$ cat config.mk
export PLATFORM = sky130hd
export DESIGN_NAME = sertx_core
export DESIGN_NICKNAME = d
export VERILOG_FILES = /design/src/rtl/sertx_pkg.sv /design/src/rtl/sertx_hold.sv /design/src/rtl/sertx_shift.sv /design/src/rtl/sertx_core.sv
export SDC_FILE = /design/constraint.sdc
export NUM_CORES = 1
export LEC_CHECK = 0
export ABC_CLOCK_PERIOD_IN_PS = 4550
export BUFFER_PORTS_ARGS = -buffer_cell sky130_fd_sc_hd__buf_4
export CORE_MARGIN = 5
export CORE_UTILIZATION = 60
export CTS_BUF_LIST = sky130_fd_sc_hd__clkbuf_16
export DETAILED_ROUTE_END_ITERATION = 10
export HOLD_SLACK_MARGIN = 0.02
export PLACE_DENSITY = 0.77
export SYNTH_ARGS = -nofsm -noshare
export SYNTH_HDL_FRONTEND = slang
export SYNTH_SLANG_ARGS = --single-unit
$ cat constraint.sdc
create_clock -name clk_i -period 4.55 [get_ports clk_i]
set_input_delay 0.91 -clock clk_i [delete_from_list [all_inputs] [get_ports clk_i]]
set_output_delay 0.91 -clock clk_i [all_outputs]
set_load 0.02 [all_outputs]
$ cat src/rtl/sertx_pkg.sv
package sertx_pkg;
  localparam int LCR_W = 7;
  // control word bit positions (word length in [1:0])
  localparam int B_STOP  = 2;
  localparam int B_PEN   = 3;
  localparam int B_PSEL  = 4;
  localparam int B_STICK = 5;
  localparam int B_BRK   = 6;

  typedef enum logic [2:0] {
    ST_IDLE, ST_START, ST_DATA, ST_PAR, ST_STOP
  } tx_state_e;

  function automatic logic par_bit(input logic [LCR_W-1:0] lcr, input logic [7:0] d);
    logic [7:0] dm;
    dm = d & (8'hFF >> (2'd3 - lcr[1:0]));
    if (lcr[B_STICK]) return ~lcr[B_PSEL];
    return lcr[B_PSEL] ? ^dm : ~^dm;
  endfunction
endpackage

$ cat src/rtl/sertx_hold.sv
module sertx_hold #(
  parameter int DW = 8
) (
  input  logic          clk_i,
  input  logic          rst_ni,
  input  logic          wr_i,
  input  logic [DW-1:0] wdata_i,
  input  logic          pop_i,
  output logic          full_o,
  output logic [DW-1:0] data_o
);
  logic          full_q;
  logic [DW-1:0] data_q;

  always_ff @(posedge clk_i or negedge rst_ni) begin
    if (!rst_ni) begin
      full_q <= 1'b0;
      data_q <= '0;
    end else begin
      if (wr_i && !full_q) begin
        full_q <= 1'b1;
        data_q <= wdata_i;
      end else if (pop_i) begin
        full_q <= 1'b0;
      end
    end
  end

  assign full_o = full_q;
  assign data_o = data_q;

  AST_FULL_WRITE_IGNORED: assert property (@(posedge clk_i) disable iff (!rst_ni)
    (full_q && wr_i && !pop_i) |=> $stable(data_q));
  AST_POP_NEEDS_FULL: assert property (@(posedge clk_i) disable iff (!rst_ni)
    pop_i |-> full_q);
endmodule

$ cat src/rtl/sertx_shift.sv
module sertx_shift
  import sertx_pkg::*;
#(
  parameter int OSR = 16
) (
  input  logic             clk_i,
  input  logic             rst_ni,
  input  logic             tick_i,
  input  logic             brk_i,
  input  logic [5:0]       fmt_i,
  input  logic             avail_i,
  input  logic [7:0]       data_i,
  output logic             pop_o,
  output logic             line_o,
  output logic             busy_o
);
  localparam int CW = $clog2(2*OSR + 1);
  localparam logic [CW-1:0] BIT_END = CW'(OSR - 1);
  localparam logic [CW-1:0] STOP_1  = CW'(OSR);
  localparam logic [CW-1:0] STOP_15 = CW'(OSR + OSR/2);
  localparam logic [CW-1:0] STOP_2  = CW'(2*OSR);

  tx_state_e     st_q;
  logic [CW-1:0] cnt_q, stop_q, end_cnt;
  logic [3:0]    bit_q, nbits_q;
  logic [7:0]    sh_q;
  logic          par_en_q, par_q, bit_end;

  assign end_cnt = (st_q == ST_STOP) ? stop_q - 1'b1 : BIT_END;
  assign bit_end = tick_i && (cnt_q == end_cnt);
  assign pop_o   = avail_i && !brk_i &&
                   ((st_q == ST_IDLE) || (st_q == ST_STOP && bit_end));

  always_ff @(posedge clk_i or negedge rst_ni) begin
    if (!rst_ni) begin
      st_q     <= ST_IDLE;
      cnt_q    <= '0;
      stop_q   <= STOP_1;
      bit_q    <= '0;
      nbits_q  <= 4'd8;
      sh_q     <= '0;
      par_en_q <= 1'b0;
      par_q    <= 1'b0;
    end else if (brk_i) begin
      st_q  <= ST_IDLE;
      cnt_q <= '0;
    end else if (pop_o) begin
      st_q     <= ST_START;
      cnt_q    <= '0;
      bit_q    <= '0;
      sh_q     <= data_i;
      nbits_q  <= 4'd5 + {2'b00, fmt_i[1:0]};
      par_en_q <= fmt_i[B_PEN];
      par_q    <= par_bit({1'b0, fmt_i}, data_i);
      if (!fmt_i[B_STOP])        stop_q <= STOP_1;
      else if (fmt_i[1:0] == 2'd0) stop_q <= STOP_15;
      else                       stop_q <= STOP_2;
    end else if (tick_i && st_q != ST_IDLE) begin
      if (bit_end) begin
        cnt_q <= '0;
        unique case (st_q)
          ST_START: st_q <= ST_DATA;
          ST_DATA: begin
            sh_q  <= sh_q >> 1;
            bit_q <= bit_q + 1'b1;
            if (bit_q == nbits_q - 1'b1) st_q <= par_en_q ? ST_PAR : ST_STOP;
          end
          ST_PAR:  st_q <= ST_STOP;
          default: st_q <= ST_IDLE;
        endcase
      end else begin
        cnt_q <= cnt_q + 1'b1;
      end
    end
  end

  always_comb begin
    unique case (st_q)
      ST_START: line_o = 1'b0;
      ST_DATA:  line_o = sh_q[0];
      ST_PAR:   line_o = par_q;
      default:  line_o = 1'b1;
    endcase
  end

  assign busy_o = (st_q != ST_IDLE);

  AST_BREAK_ABORTS: assert property (@(posedge clk_i) disable iff (!rst_ni)
    brk_i |=> (st_q == ST_IDLE));
  AST_LOAD_STARTS_LOW: assert property (@(posedge clk_i) disable iff (!rst_ni)
    pop_o |=> (st_q == ST_START && !line_o));
  AST_NO_TICK_NO_MOVE: assert property (@(posedge clk_i) disable iff (!rst_ni)
    (!tick_i && !brk_i && !pop_o) |=> ($stable(st_q) && $stable(cnt_q)));
  AST_CNT_IN_BIT: assert property (@(posedge clk_i) disable iff (!rst_ni)
    (st_q != ST_IDLE) |-> (cnt_q <= end_cnt));
endmodule

$ cat src/rtl/sertx_core.sv
module sertx_core
  import sertx_pkg::*;
#(
  parameter int OSR = 16
) (
  input  logic             clk_i,
  input  logic             rst_ni,
  input  logic             tick_i,
  input  logic [LCR_W-1:0] lcr_i,
  input  logic             wr_i,
  input  logic [7:0]       wdata_i,
  output logic             tx_o,
  output logic             hold_empty_o,
  output logic             tx_empty_o
);
  logic       full, pop, line, busy, brk;
  logic [7:0] hdata;

  assign brk = lcr_i[B_BRK];

  sertx_hold #(.DW(8)) u_hold (
    .clk_i   (clk_i),
    .rst_ni  (rst_ni),
    .wr_i    (wr_i),
    .wdata_i (wdata_i),
    .pop_i   (pop),
    .full_o  (full),
    .data_o  (hdata)
  );

  sertx_shift #(.OSR(OSR)) u_shift (
    .clk_i   (clk_i),
    .rst_ni  (rst_ni),
    .tick_i  (tick_i),
    .brk_i   (brk),
    .fmt_i   (lcr_i[5:0]),
    .avail_i (full),
    .data_i  (hdata),
    .pop_o   (pop),
    .line_o  (line),
    .busy_o  (busy)
  );

  // break overrides the frame immediately
  assign tx_o         = brk ? 1'b0 : line;
  assign hold_empty_o = !full;
  assign tx_empty_o   = !full && !busy;

  AST_TEMT_NEEDS_THRE: assert property (@(posedge clk_i) disable iff (!rst_ni)
    tx_empty_o |-> hold_empty_o);
  AST_POP_FREES_HOLD: assert property (@(posedge clk_i) disable iff (!rst_ni)
    (pop && !wr_i) |=> hold_empty_o);
endmodule

After elaboration in Yosys (flattened, before gate mapping)

Index checks and enable logic that the tools add are counted.

Register bits after elaboration: 42
Input bits: 19
Output and inout port bits: 3
Logic and storage cells: 84

Add/subtract/negate cells: 6
Equality and inequality tests: 7
Shift-type cells: 1
Muxes and demuxes: 32
Bitwise logic cells: 3
Reduce and logical (&&, ||, !) cells: 25

Operator list:

| cell                | count |
|---|---|
| $mux 6              | 7 |
| $mux 8              | 4 |
| $mux 3              | 6 |
| $mux 4              | 4 |
| $mux 1              | 9 |
| $pmux 3 s3          | 1 |
| $reduce_bool 3->1   | 3 |
| $and 8x8->8         | 1 |
| $reduce_bool 2->1   | 4 |
| $reduce_xnor 8->1   | 1 |
| $reduce_xor 8->1    | 1 |
| $shr 8x2->8 const A | 1 |
| $logic_and 1x1->1   | 7 |
| $add 6x1->6 const B | 1 |
| $eq 3x2->1 const B  | 2 |
| $eq 6x6->1          | 1 |
| $sub 6x1->6 const B | 1 |
| $add 3x2->4 const A | 1 |
| $add 4x1->4 const B | 1 |
| $eq 4x4->1          | 1 |
| $ne 4x3->1 const B  | 1 |
| $reduce_and 4->1    | 1 |
| $sub 4x1->4 const B | 1 |
| $eq 3x1->1 const B  | 1 |
| 10 further kinds    | 13 |

Longest topological paths before layout

Gate-level depths: netlist (run 1).

Word-level depth: 10
Depth in mapped cells: 9
Gate-level depth less buffers: 8

Hierarchy

From an unflattened synthesis (run 1), not the netlist that was laid out.

Cell total of the unflattened synthesis: 205
Area, all modules: 2180.8 µm²

By module, submodules not included:

| module      | times used | cells each | area each (µm²) | seq. area each (µm²) |
|---|---|---|---|---|
| sertx_shift | 1          | 181        | 1785.5          | 753.2 |
| sertx_hold  | 1          | 21         | 374.1           | 225.2 |
| sertx_core  | 1          | 3          | 21.3            | 0.0 |

Worst setup path before layout (run 1)

No wires, ideal clock.

Kind: register to register
Start: register u_shift.stop_q[4]
End: register u_shift.st_q[0]
Setup time: 125 ps
Data arrival time: 2203 ps
Required time: 4425 ps
Setup slack: 2221 ps
Stages on the path, launching flop included: 10
Path buffers: 1
Period minus slack after synthesis: 2329 ps
Cells stage by stage: dfstp_2 > inv_1 > ha_1 > nor4b_2 > xnor2_1 > nand4_2 > o21ai_2 > and2_1 > buf_6 > mux2_4

Longest elaborated chain between the ends: 9
Elaborated cells on any way between the ends: 13
Those cells by class: add/sub (1); eq/ne (2); mux (3); reduce/logical (7)

Ends and longest elaborated chain:

| element                                              | line              | RTL |
|---|---|---|
| start: declaration                                   | sertx_shift.sv:24 | `logic [CW-1:0] cnt_q, stop_q, end_cnt;` |
| start signal: assignment                             | sertx_shift.sv:38 | `stop_q <= STOP_1;` |
| start signal: assignment                             | sertx_shift.sv:55 | `if (!fmt_i[B_STOP]) stop_q <= STOP_1;` |
| start signal: assignment                             | sertx_shift.sv:56 | `else if (fmt_i[1:0] == 2'd0) stop_q <= STOP_15;` |
| $sub 6x1->6 (*)                                      | sertx_shift.sv:29 | `assign end_cnt = (st_q == ST_STOP) ? stop_q - 1'b1 : BIT_END;` |
| $mux 6 (*)                                           | sertx_shift.sv:29 |  |
| $eq 6x6->1 (*)                                       | sertx_shift.sv:30 | `assign bit_end = tick_i && (cnt_q == end_cnt);` |
| $logic_and 1x1->1 (*)                                | sertx_shift.sv:30 |  |
| $logic_and 1x1->1                                    | sertx_shift.sv:32 | `((st_q == ST_IDLE) \|\| (st_q == ST_STOP && bit_end));` |
| $logic_or 1x1->1                                     | sertx_shift.sv:32 |  |
| $logic_and 1x1->1                                    | sertx_shift.sv:31 | `assign pop_o = avail_i && !brk_i &&` |
| $ne 4x3->1 (no line), or another cell as far along   | -                 |  |
| $reduce_and 3->1 (no line) or $mux 3 (tied branches) | -                 |  |
| end signal: assignment                               | sertx_shift.sv:66 | `if (bit_q == nbits_q - 1'b1) st_q <= par_en_q ? ST_PAR : ST_STOP;` |
| end: declaration                                     | sertx_shift.sv:23 | `tx_state_e st_q;` |

Every way passes the cells marked *; elsewhere a longest branch is shown, timed or not.
A chain may end at the register's enable or synchronous reset.

Worst setup path in the final report (run 1)

Start: register u_shift.st_q[0]
End: output tx_o

Longest elaborated chain between the ends: 3
Elaborated cells on any way between the ends: 5
Those cells by class: eq/ne (3); mux (2)

Ends and longest elaborated chain:

| element                                  | line              | RTL |
|---|---|---|
| $eq 3x2->1 or $eq 3x1->1 (tied branches) | sertx_shift.sv:78 | `unique case (st_q)` |
| $pmux 1 s3 (*)                           | sertx_shift.sv:78 |  |
| $mux 1 (*)                               | sertx_core.sv:45  | `assign tx_o = brk ? 1'b0 : line;` |
| end: declaration                         | sertx_core.sv:12  | `output logic tx_o,` |

Marks and branches as above.

==> results of run 1 <==
==> placed cells by master (no fill, tap or decap), types with 3 or more instances in the layout <==
master	n
buf_4	21
mux2_2	8
nand2_1	23
dfrtp_1	37
clkbuf_16	5
mux2i_1	8
o21ai_0	10
nand3_1	6
inv_1	13
nand2b_1	4
o21ai_1	4
ha_1	6
a21oi_1	6
a21o_1	3
xor2_1	9
and2_1	3
nor2_1	15
and3_1	3
nor3_1	4
xnor2_1	9
==> area by class of cell <==
type / instances / area [um^2] / area share (%)
multi-input cells: 158 / 1150 / 45.3
clock buffers: 5 / 125 / 4.95
repair buffers: 21 / 158 / 6.23
flip-flops and latches: 39 / 978 / 38.7
inverters: 12 / 45.0 / 1.78
well taps: 48 / 60.1 / 2.38
clock inverters: 3 / 16.3 / 0.643
==> kinds of logic (layout without fill, tap and decap cells) <==
kind of cell,Yosys count,after routing
buffers and inverters,22,41
AOI/OAI and AO/OA,40,40
and+or+nand+nor,76,76
DFF,39,39
adders and majority gates,6,6
xor gates and xnor gates,19,19
muxes,17,17
==> layer usage <==
layer | share of wire, % | GRT usage, % | wire length, um | vias up
met4 | 1.5 | 5.85 | 64 | 0
met1 | 46 | 22.5 | 1940 | 785
li1 | - | - | - | 795
met3 | 3.5 | 5.26 | 150 | 6
met2 | 49 | 31.4 | 2090 | 29
met5 | 0 | 0 | 0 | -
==> tightest hold or removal path, cell delays in order (launching register included) <==
cell	delay, ns
dfstp_2	0.37
nand2_1	0.05
nand2_1	0.05
==> synthesized netlist by cell type, drive strengths merged (2+ instances only) <==
cell     n  area share (%)
nor2    15             2.5
buf      7             2.5
and2     4             1.2
nand2   26             4.9
nand2b   4             1.1
dfstp    2             2.4
xnor2    9             3.5
ha       6             3.4
mux2i    8             3.6
a22oi    2            0.67
dfrtp   37              41
a21o     3             1.0
xor2     9             3.5
nor4b    3             2.1
a31oi    3             1.1
o21ai   15             3.5
mux2     9             4.7
a21oi    6             1.3
inv     12             2.0
nand3    6             1.3
clkbuf   3            0.50
nand4    3             1.4
nor2b    2            0.56
nor3     5             1.3
and3     3            0.84
==> per-stage QoR <==
stage	setup slack (ns)	utilization (%)
6_report	1.98	69.6
5_1_grt	1.84	69.6
4_1_cts	1.97	69.6
3_5_place_dp	1.88	65.7
3_3_place_gp	1.93	65.7
2_1_floorplan	2.22	-
==> state kept, by name (all words and copies together), names as in the netlist, 3 cells and up <==
signal,count
u_shift.nbits_q,4
u_shift.stop_q,3
u_shift.cnt_q,6
u_shift.bit_q,4
u_hold.data_o,8
u_shift.sh_q,8
u_shift.st_q,3
==> power by group through the flow <==
stage / sequential [uW] / clock [uW] / combinational (uW)
floorplan: 556 / 0 / 515
global placement: 607 / 0 / 563
detailed placement: 613 / 0 / 575
CTS: 609 / 339 / 581
global route: 629 / 358 / 646
finish: 610 / 336 / 573
==> final timing paths <==
check                                          startpoint                              to  slack (ns)  cells past startpoint
setup / recovery              u_shift.st_q[0]$_DFFE_PN0P_                            tx_o        1.98                      6
hold / removal             u_shift.nbits_q[3]$_DFFE_PN1P_  u_shift.nbits_q[3]$_DFFE_PN1P_        0.47                      2
setup reg to reg            u_shift.stop_q[4]$_DFFE_PN1P_     u_shift.st_q[0]$_DFFE_PN0P_        2.01                      8
hold reg to reg            u_shift.nbits_q[3]$_DFFE_PN1P_  u_shift.nbits_q[3]$_DFFE_PN1P_        0.47                      2
max in group asynchronous                          rst_ni   u_shift.stop_q[4]$_DFFE_PN1P_        3.60                      1
min in group asynchronous                          rst_ni    u_hold.data_o[6]$_DFFE_PN0P_        0.59                      1
==> flow_summary.toml, run 1 <==
[final_layout]
diodes = 0
syn_to_final_growth_pct = 13.1
fin_nets = 262
design_area_um2 = 2530
final.fill_count = 299
drive_gt1_share_pct = 22.7
stdcell_count = 286

[detailed_routing]
routedWlPerCell_um = 14.8
drt_iter0_markers = 95
drt-total-wl_mm = 4.24
drtAntennaViolNets = 0
drc_errors = 0
via_per_inst = 5.65
firstDrtPassIters = 4
num_vias = 1615

[critical_path]
cpLargestDelayFamily = "flip-flops"
slowest_delay_ns = 0.66
worstPathRequired_ns = 3.64
crit_top_cell = "nor2_1"
crit_arrival_ns = 1.66
worst_setup_path_end_kind = "output port"
cp-start-kind = "flip-flop"
crit_slowest_cell = "dfrtp_1"
path_cells = "nand2b_1, nor2_1, a21oi_1, nor2_1, nor2_1, buf_4"
worstPathMaxFanout = 14
path_class = "reg2out"
critPathBufInv = 1

[run_status]
outcome = "completed"

[placed_design]
postPlaceCellArea_um2 = 2390
hpwl_mm = 3.04
gp_congestion = 0.865
portBuffers = 21
dp.cells = 278

[floorplan]
fp-row-count = 22
io-pin-count = 22
dieArea_um2 = 5050
coreArea_um2 = 3630
initial_core_util_pct = 61.5
die_x_um = 71.0
die_y_um = 71.0

[logic_synthesis]
synth_compound_area_share_pct = 12.1
muxShareOfSynthArea_pct = 8.28
synthFlopType = "dfrtp_1"
ys_seq_area_share_pct = 43.8
netlist_area_um2 = 2240
synth_seq_cells = 39
async_flop_share_pct = 100
synth_cells = 219
yosys.area_share.simple_pct = 19.5
synthAdderAreaFrac_pct = 3.36
syn_avg_cell_area_um2 = 10.2
synthesis.nets = 244
yosys_warnings = 0
synth_edf_count = 0
synth_top_family_by_area = "simple AND/OR/NAND/NOR gates"
synth-xor-area-share_pct = 8.06
ys_types = 55

[timing]
finalClockSkew_ns = 0.00539
setup-violations-final = 0
rsz0062_at_grt = "false"
tightestPinTransition_ns = 0.718
fmax_mhz = 389
hold-worst-slack_ns = 0.466
fin_crit_sh_pct = 56.5
report.final.slew_viol_count = 0
setup_tns_ns = 0
hold_viol = 0
finalCriticalPeriod_ns = 2.57
slew_headroom_pct = 52.1

[pwr]
p_sw_share_pct = 36.4
clockPowerShare_pct = 22.1
power.density_nw_per_um2 = 601
finalPower_uw = 1520
peakVddDrop_mv = 0.399
static-leakage-power_uw = 0.00127
power.combinational.fraction_pct = 37.8
switching_power_uw = 553
p_int_uw = 966
seq_power_share_pct = 40.1

[global_routing]
first_global_vias = 1558
grt_overflow = 0
grtUsageTotal_pct = 18.4
grt_pass1_wl_mm = 7.24
grt_max_degree = 40
grt_antenna_before_repair = 0

[clock_tree]
cts-htree-levels = 2
cts_setup_buffers = 0
cts_sinks = 39
ctsResizeCount = 0
numCtsBuffers = 5
cts_root_buf = "clkbuf_16"
cts_tree = "yes"
cts.clk_slew.worst_paths_ns = 0.06
clk_latency_ns = 0.28
cts_buffer_depth = 2
hold_buffers = 0

[job]
max_cap_viol_count = 0

[hold_path]
hold_path_class = "reg2reg"
Note: power is estimated with default switching activity, not from simulation.
==> inputs of run 2 (changes only) <==
--- a/config.mk
+++ b/config.mk
@@ -5,14 +5,14 @@
 export SDC_FILE = /design/constraint.sdc
 export NUM_CORES = 1
 export LEC_CHECK = 0
-export ABC_CLOCK_PERIOD_IN_PS = 4550
+export ABC_CLOCK_PERIOD_IN_PS = 2300
 export BUFFER_PORTS_ARGS = -buffer_cell sky130_fd_sc_hd__buf_4
 export CORE_MARGIN = 5
-export CORE_UTILIZATION = 60
+export CORE_UTILIZATION = 53
 export CTS_BUF_LIST = sky130_fd_sc_hd__clkbuf_16
 export DETAILED_ROUTE_END_ITERATION = 10
 export HOLD_SLACK_MARGIN = 0.02
-export PLACE_DENSITY = 0.77
+export PLACE_DENSITY = 0.72
 export SYNTH_ARGS = -nofsm -noshare
 export SYNTH_HDL_FRONTEND = slang
 export SYNTH_SLANG_ARGS = --single-unit
==> constraint.sdc (replaced) <==
create_clock -name clk_i -period 2.3 [get_ports clk_i]
set_input_delay 0.46 -clock clk_i [delete_from_list [all_inputs] [get_ports clk_i]]
set_output_delay 0.46 -clock clk_i [all_outputs]
set_load 0.02 [all_outputs]
==> run 2 against run 1 <==
Effect of this change: combinational power is 140% higher; first-iteration DRC count down 12%; via count grew 2.8%; global-route usage decreased by 0.90 points; critical path type is now reg2reg; cell count increased by 5.2%; die area grew 11%; count of clock-buffer cells in the layout unchanged; register-to-register slack got worse by 2.0 ns; power grew 110%; clock skew fell by 0.00087 ns.
==> flow_summary.toml, run 2 (synthesis gave the netlist of run 1 again) <==
[run_status]
outcome = "completed"

[critical_path]
critPathLaunch = "u_shift.stop_q[4]$_DFFE_PN1P_"
path_cells = "inv_1, ha_2, nor4b_4, xnor2_2, nand4_2, o21ai_2, and2_4, mux2_4"
crit_arrival_ns = 2.41
worst_setup_path_end_kind = "flip-flop"
r2r-end = "u_shift.st_q[0]$_DFFE_PN0P_"
reg2regPathDepth = 8
worstPathRequired_ns = 2.47
path_class = "reg2reg"
cp-start-kind = "flip-flop"
worstPathMaxFanout = 4
r2r-start = "u_shift.stop_q[4]$_DFFE_PN1P_"
crit_slowest_cell = "dfstp_2"
slowest_delay_ns = 0.51
reg2reg_slack_ns = 0.06

[final_layout]
fin_nets = 275
final.fill_count = 302
layout_common_cells = "dfrtp_1, buf_4, nand2_1, nor2_1, inv_1"
drive_gt1_share_pct = 29.5
multi_input_area_um2 = 1210
final-seq-area_um2 = 978
syn_to_final_growth_pct = 21.0
design_area_um2 = 2710
final_common_cell = "dfrtp_1"
diodes = 0

[global_routing]
grt_overflow = 0
grt_antenna_before_repair = 0
grtUsageTotal_pct = 17.5
grt_max_degree = 40
first_global_vias = 1625
grt_pass1_wl_mm = 7.48

[placed_design]
hpwl_mm = 3.11
postPlaceCellArea_um2 = 2460
portBuffers = 21
gp_congestion = 0.855

[timing]
finalClockSkew_ns = 0.00453
setup_tns_ns = 0
fin_crit_sh_pct = 97.6
hold_viol = 0
fmax_mhz = 446
report.final.slew_viol_count = 0
tightestPinTransition_ns = 0.568
slew_headroom_pct = 61.9
finalCriticalPeriod_ns = 2.24
setup-violations-final = 0
hold-worst-slack_ns = 0.141

[detailed_routing]
drt_iter0_markers = 84
maxUsedRoutingLayer = "met4"
num_vias = 1660
drt-total-wl_mm = 4.50
drtAntennaViolNets = 0
routedWlPerCell_um = 15.0
firstDrtPassIters = 4
via_per_inst = 5.51
met1_length_mm = 1.96
wl_met3_um = 165
dr_wl_met2_mm = 2.31
drc_errors = 0

[clock_tree]
cts_tree = "yes"
numCtsBuffers = 5
cts_sinks = 39
cts-htree-levels = 2
cts.clk_slew.worst_paths_ns = 0.06
hold_buffers = 0
clk_latency_ns = 0.28
cts_root_buf = "clkbuf_16"
cts_buffer_depth = 2

[hold_path]
hold_path_class = "in2async"

[pwr]
static-leakage-power_uw = 0.00129
peakVddDrop_mv = 0.744
power.density_nw_per_um2 = 1190

[floorplan]
fp-row-count = 23
initial_core_util_pct = 55.1
coreArea_um2 = 4060
die_y_um = 75.0
io-pin-count = 22
die_x_um = 75.0
dieArea_um2 = 5620

[job]
max_cap_viol_count = 0
## run 2: stage by stage
| stage | std cells | worst slack [ns] | utilization, % | power (uW) |
|---|---|---|---|---|
| after floorplan | 219 | 0.0544 | - | 2120 |
| after global placement | 289 | 0.0579 | 60.6 | 2400 |
| after detailed placement | 289 | 0.00923 | 60.6 | 2440 |
| final | 301 | 0.0560 | 66.7 | 3210 |
| after global routing | 301 | -0.0350 | 66.7 | 3440 |
| after CTS | 298 | 0.00716 | 64.2 | 3130 |
## run 2: worst max-delay path, delay by kind of cell, from the launching register on
kind | cells | cell delay [ns]
DFF | 1 | 0.51
AOI/OAI and AO/OA | 1 | 0.19
and+or+nand+nor | 3 | 0.62
muxes | 1 | 0.29
adders and majority gates | 1 | 0.27
xor gates and xnor gates | 1 | 0.20
buffers and inverters | 1 | 0.05
## run 2: power breakdown
| group | internal, uW | switching (uW) |
|---|---|---|
| registers | 949 | 218 |
| clock network | 395 | 270 |
| logic | 705 | 675 |
## run 2: routing by layer
metal,vias up,GRT usage (%)
met5,-,0
met4,0,6.92
met3,7,4.54
met2,32,28.8
met1,798,22.0
li1,823,-
## run 2: layout make-up
| cell class | count | area share [%] |
|---|---|---|
| Sequential cell | 39 | 36.2 |
| Clock inverter | 3 | 0.555 |
| Clock buffer | 5 | 4.63 |
| Inverter | 12 | 1.67 |
| Tap cell | 50 | 2.31 |
| Timing Repair Buffer | 34 | 9.90 |
| Multi-Input combinational cell | 158 | 44.8 |
## run 2: worst max-delay path by stage
stage | end | slack, ns | cells after the start
final | u_shift.st_q[0]$_DFFE_PN0P_ | 0.06 | 8
after global routing | u_shift.st_q[0]$_DFFE_PN0P_ | -0.03 | 8
after CTS | u_shift.st_q[0]$_DFFE_PN0P_ | 0.007 | 8
after detailed placement | u_shift.st_q[0]$_DFFE_PN0P_ | 0.009 | 8
after global placement | u_shift.st_q[0]$_DFFE_PN0P_ | 0.06 | 8
after floorplan | u_shift.st_q[0]$_DFFE_PN0P_ | 0.05 | 9
## run 2: repair_timing
action	4_1_cts	5_1_grt
buffers inserted	1	3
pin swaps	3	4
endpoints found under the hold margin	0	0
gates resized for setup	0	11
setup endpoints to repair	1	15
gates cloned	0	0
==> inputs of run 3 (changes only) <==
--- a/config.mk
+++ b/config.mk
@@ -5,7 +5,7 @@
 export SDC_FILE = /design/constraint.sdc
 export NUM_CORES = 1
 export LEC_CHECK = 0
-export ABC_CLOCK_PERIOD_IN_PS = 2300
+export ABC_CLOCK_PERIOD_IN_PS = 2000
 export BUFFER_PORTS_ARGS = -buffer_cell sky130_fd_sc_hd__buf_4
 export CORE_MARGIN = 5
 export CORE_UTILIZATION = 53
==> constraint.sdc (replaced) <==
create_clock -name clk_i -period 2 [get_ports clk_i]
set_input_delay 0.4 -clock clk_i [delete_from_list [all_inputs] [get_ports clk_i]]
set_output_delay 0.4 -clock clk_i [all_outputs]
set_load 0.02 [all_outputs]
==> run 3 against run 2 <==
Effect of this change: the flow now finishes with violations (negative setup slack); clock skew fell by 0.0021 ns; power is 36% higher; first-iteration DRC count decreased by 9.5%; maximum frequency fell by 1.5%; critical path depth is the same; count of clock-buffer cells in the layout unchanged; non-clock buffer count is 30 higher; register-to-register slack got worse by 0.33 ns; critical endpoint unchanged; largest cell class unchanged; largest power group unchanged.
==> flow_summary.toml, run 3 (synthesis gave the netlist of run 1 again) <==
[pwr]
static-leakage-power_uw = 0.00145
peakVddDrop_mv = 0.978
p_int_uw = 2750
power.combinational.fraction_pct = 51.0
seq_power_share_pct = 31.6
clockPowerShare_pct = 17.5
switching_power_uw = 1620
power.density_nw_per_um2 = 1360
p_sw_share_pct = 37.1

[detailed_routing]
num_vias = 1789
drc_errors = 0
drtAntennaViolNets = 0
routedWlPerCell_um = 16.9
firstDrtPassIters = 4
drt_iter0_markers = 76
via_per_inst = 5.40
drt-total-wl_mm = 5.60

[final_layout]
fin_util_pct = 78.9
design_area_um2 = 3200
layout_common_cells = "buf_4, dfrtp_1, nor2_1, nand2_2"
diodes = 0
syn_to_final_growth_pct = 43.2
drive_gt1_share_pct = 49.5
fin_nets = 305
final_common_cell = "buf_4"

[clock_tree]
cts-htree-levels = 2
cts_sinks = 39
hold_buffers = 0
cts_buffer_depth = 2
cts_root_buf = "clkbuf_16"
cts.clk_slew.worst_paths_ns = 0.06
cts_tree = "yes"
numCtsBuffers = 5
clk_latency_ns = 0.28

[placed_design]
postPlaceCellArea_um2 = 2630
portBuffers = 21
hpwl_mm = 3.33
gp_congestion = 0.753

[floorplan]
fp-row-count = 23
die_x_um = 75.0
initial_core_util_pct = 55.1
die_y_um = 75.0
coreArea_um2 = 4060
io-pin-count = 22
dieArea_um2 = 5620

[timing]
slew_headroom_pct = 63.8
rsz0062_at_grt = "true"
fmax_mhz = 439
fin_crit_sh_pct = 114
worst_slack_ns = -0.278
finalClockSkew_ns = 0.00244
report.final.slew_viol_count = 0
tightestPinTransition_ns = 0.536
hold-worst-slack_ns = 0.0754
hold_viol = 0
setup-violations-final = 31
finalCriticalPeriod_ns = 2.28

[critical_path]
worstPathMaxFanout = 4
reg2reg_slack_ns = -0.28
worstPathRequired_ns = 2.16
r2r-start = "u_shift.stop_q[4]$_DFFE_PN1P_"
critPathBufInv = 1
crit_arrival_ns = 2.44
path_cells = "inv_2, ha_4, nor4b_4, xnor2_2, nand4_2, o21ai_2, and2_4, mux2_4"
cp-start-kind = "flip-flop"
path_class = "reg2reg"
cpLargestDelayFamily = "simple AND/OR/NAND/NOR gates"
slowest_delay_ns = 0.53
crit_slowest_cell = "dfstp_2"
critPathLaunch = "u_shift.stop_q[4]$_DFFE_PN1P_"
worst_setup_path_end_kind = "flip-flop"

[global_routing]
first_global_vias = 1774
grt_antenna_before_repair = 0
grt_pass1_wl_mm = 8.58
grtUsageTotal_pct = 20.5
grt_overflow = 0
grt_max_degree = 40

[run_status]
outcome = "finished with violations"
violations = "negative setup slack"

[job]
max_cap_viol_count = 0

[hold_path]
hold_path_class = "in2async"
[run 3: path summary, 6_finish.rpt]
check,cells after the start,end
min in group clk_i,2,u_shift.nbits_q[0]$_DFFE_PN0P_
hold / removal,1,u_hold.data_o[6]$_DFFE_PN0P_
hold reg to reg,2,u_shift.nbits_q[3]$_DFFE_PN1P_
setup / recovery,8,u_shift.st_q[0]$_DFFE_PN0P_
max in group asynchronous,1,u_shift.st_q[1]$_DFFE_PN0P_
setup reg to reg,8,u_shift.st_q[0]$_DFFE_PN0P_
[run 3: stage by stage]
stage | cells | power, uW | setup slack (ns) | TNS, ns
final | 331 | 4370 | -0.278 | -5.78
after global routing | 331 | 4650 | -0.328 | -7.98
after CTS | 324 | 4000 | -0.181 | -2.65
after detailed placement | 307 | 3010 | -0.190 | -3.32
after global placement | 307 | 2970 | -0.140 | -1.49
after floorplan | 219 | 2480 | -0.186 | -0.186
[run 3: per-layer routing]
layer  track usage, %  share of wire (%)  routed length, um  vias to the layer above
li1                 -                  -                  -                      885
met1             27.7                 43               2400                      851
met2             32.4                 51               2850                       39
met3             4.41                3.7                209                       14
met4             7.91                2.5                140                        0
met5                0                  0                  0                        -
[run 3: layout make-up]
type	count	area [um^2]
fillers	244	856
flip-flops and latches	39	981
multi-input cells	158	1390
clock buffers	5	125
clock inverters	3	15.0
repair buffers	64	583
inverters	12	45.0
well taps	50	62.6
[run 3: what timing repair did]
action                                  in CTS  in global routing
endpoints found under the setup margin      32                 32
buffers inserted                             7                  8
cloned                                       2                  0
gates resized for setup                     32                 42
pin swaps                                   12                 22
[run 3: power by group through the flow]
stage	sequential [uW]	clock, uW	combinational [uW]
floorplan	1270	0	1210
global placement	1350	0	1630
detailed placement	1350	0	1660
CTS	1340	771	1880
global route	1420	811	2420
finish	1380	762	2230
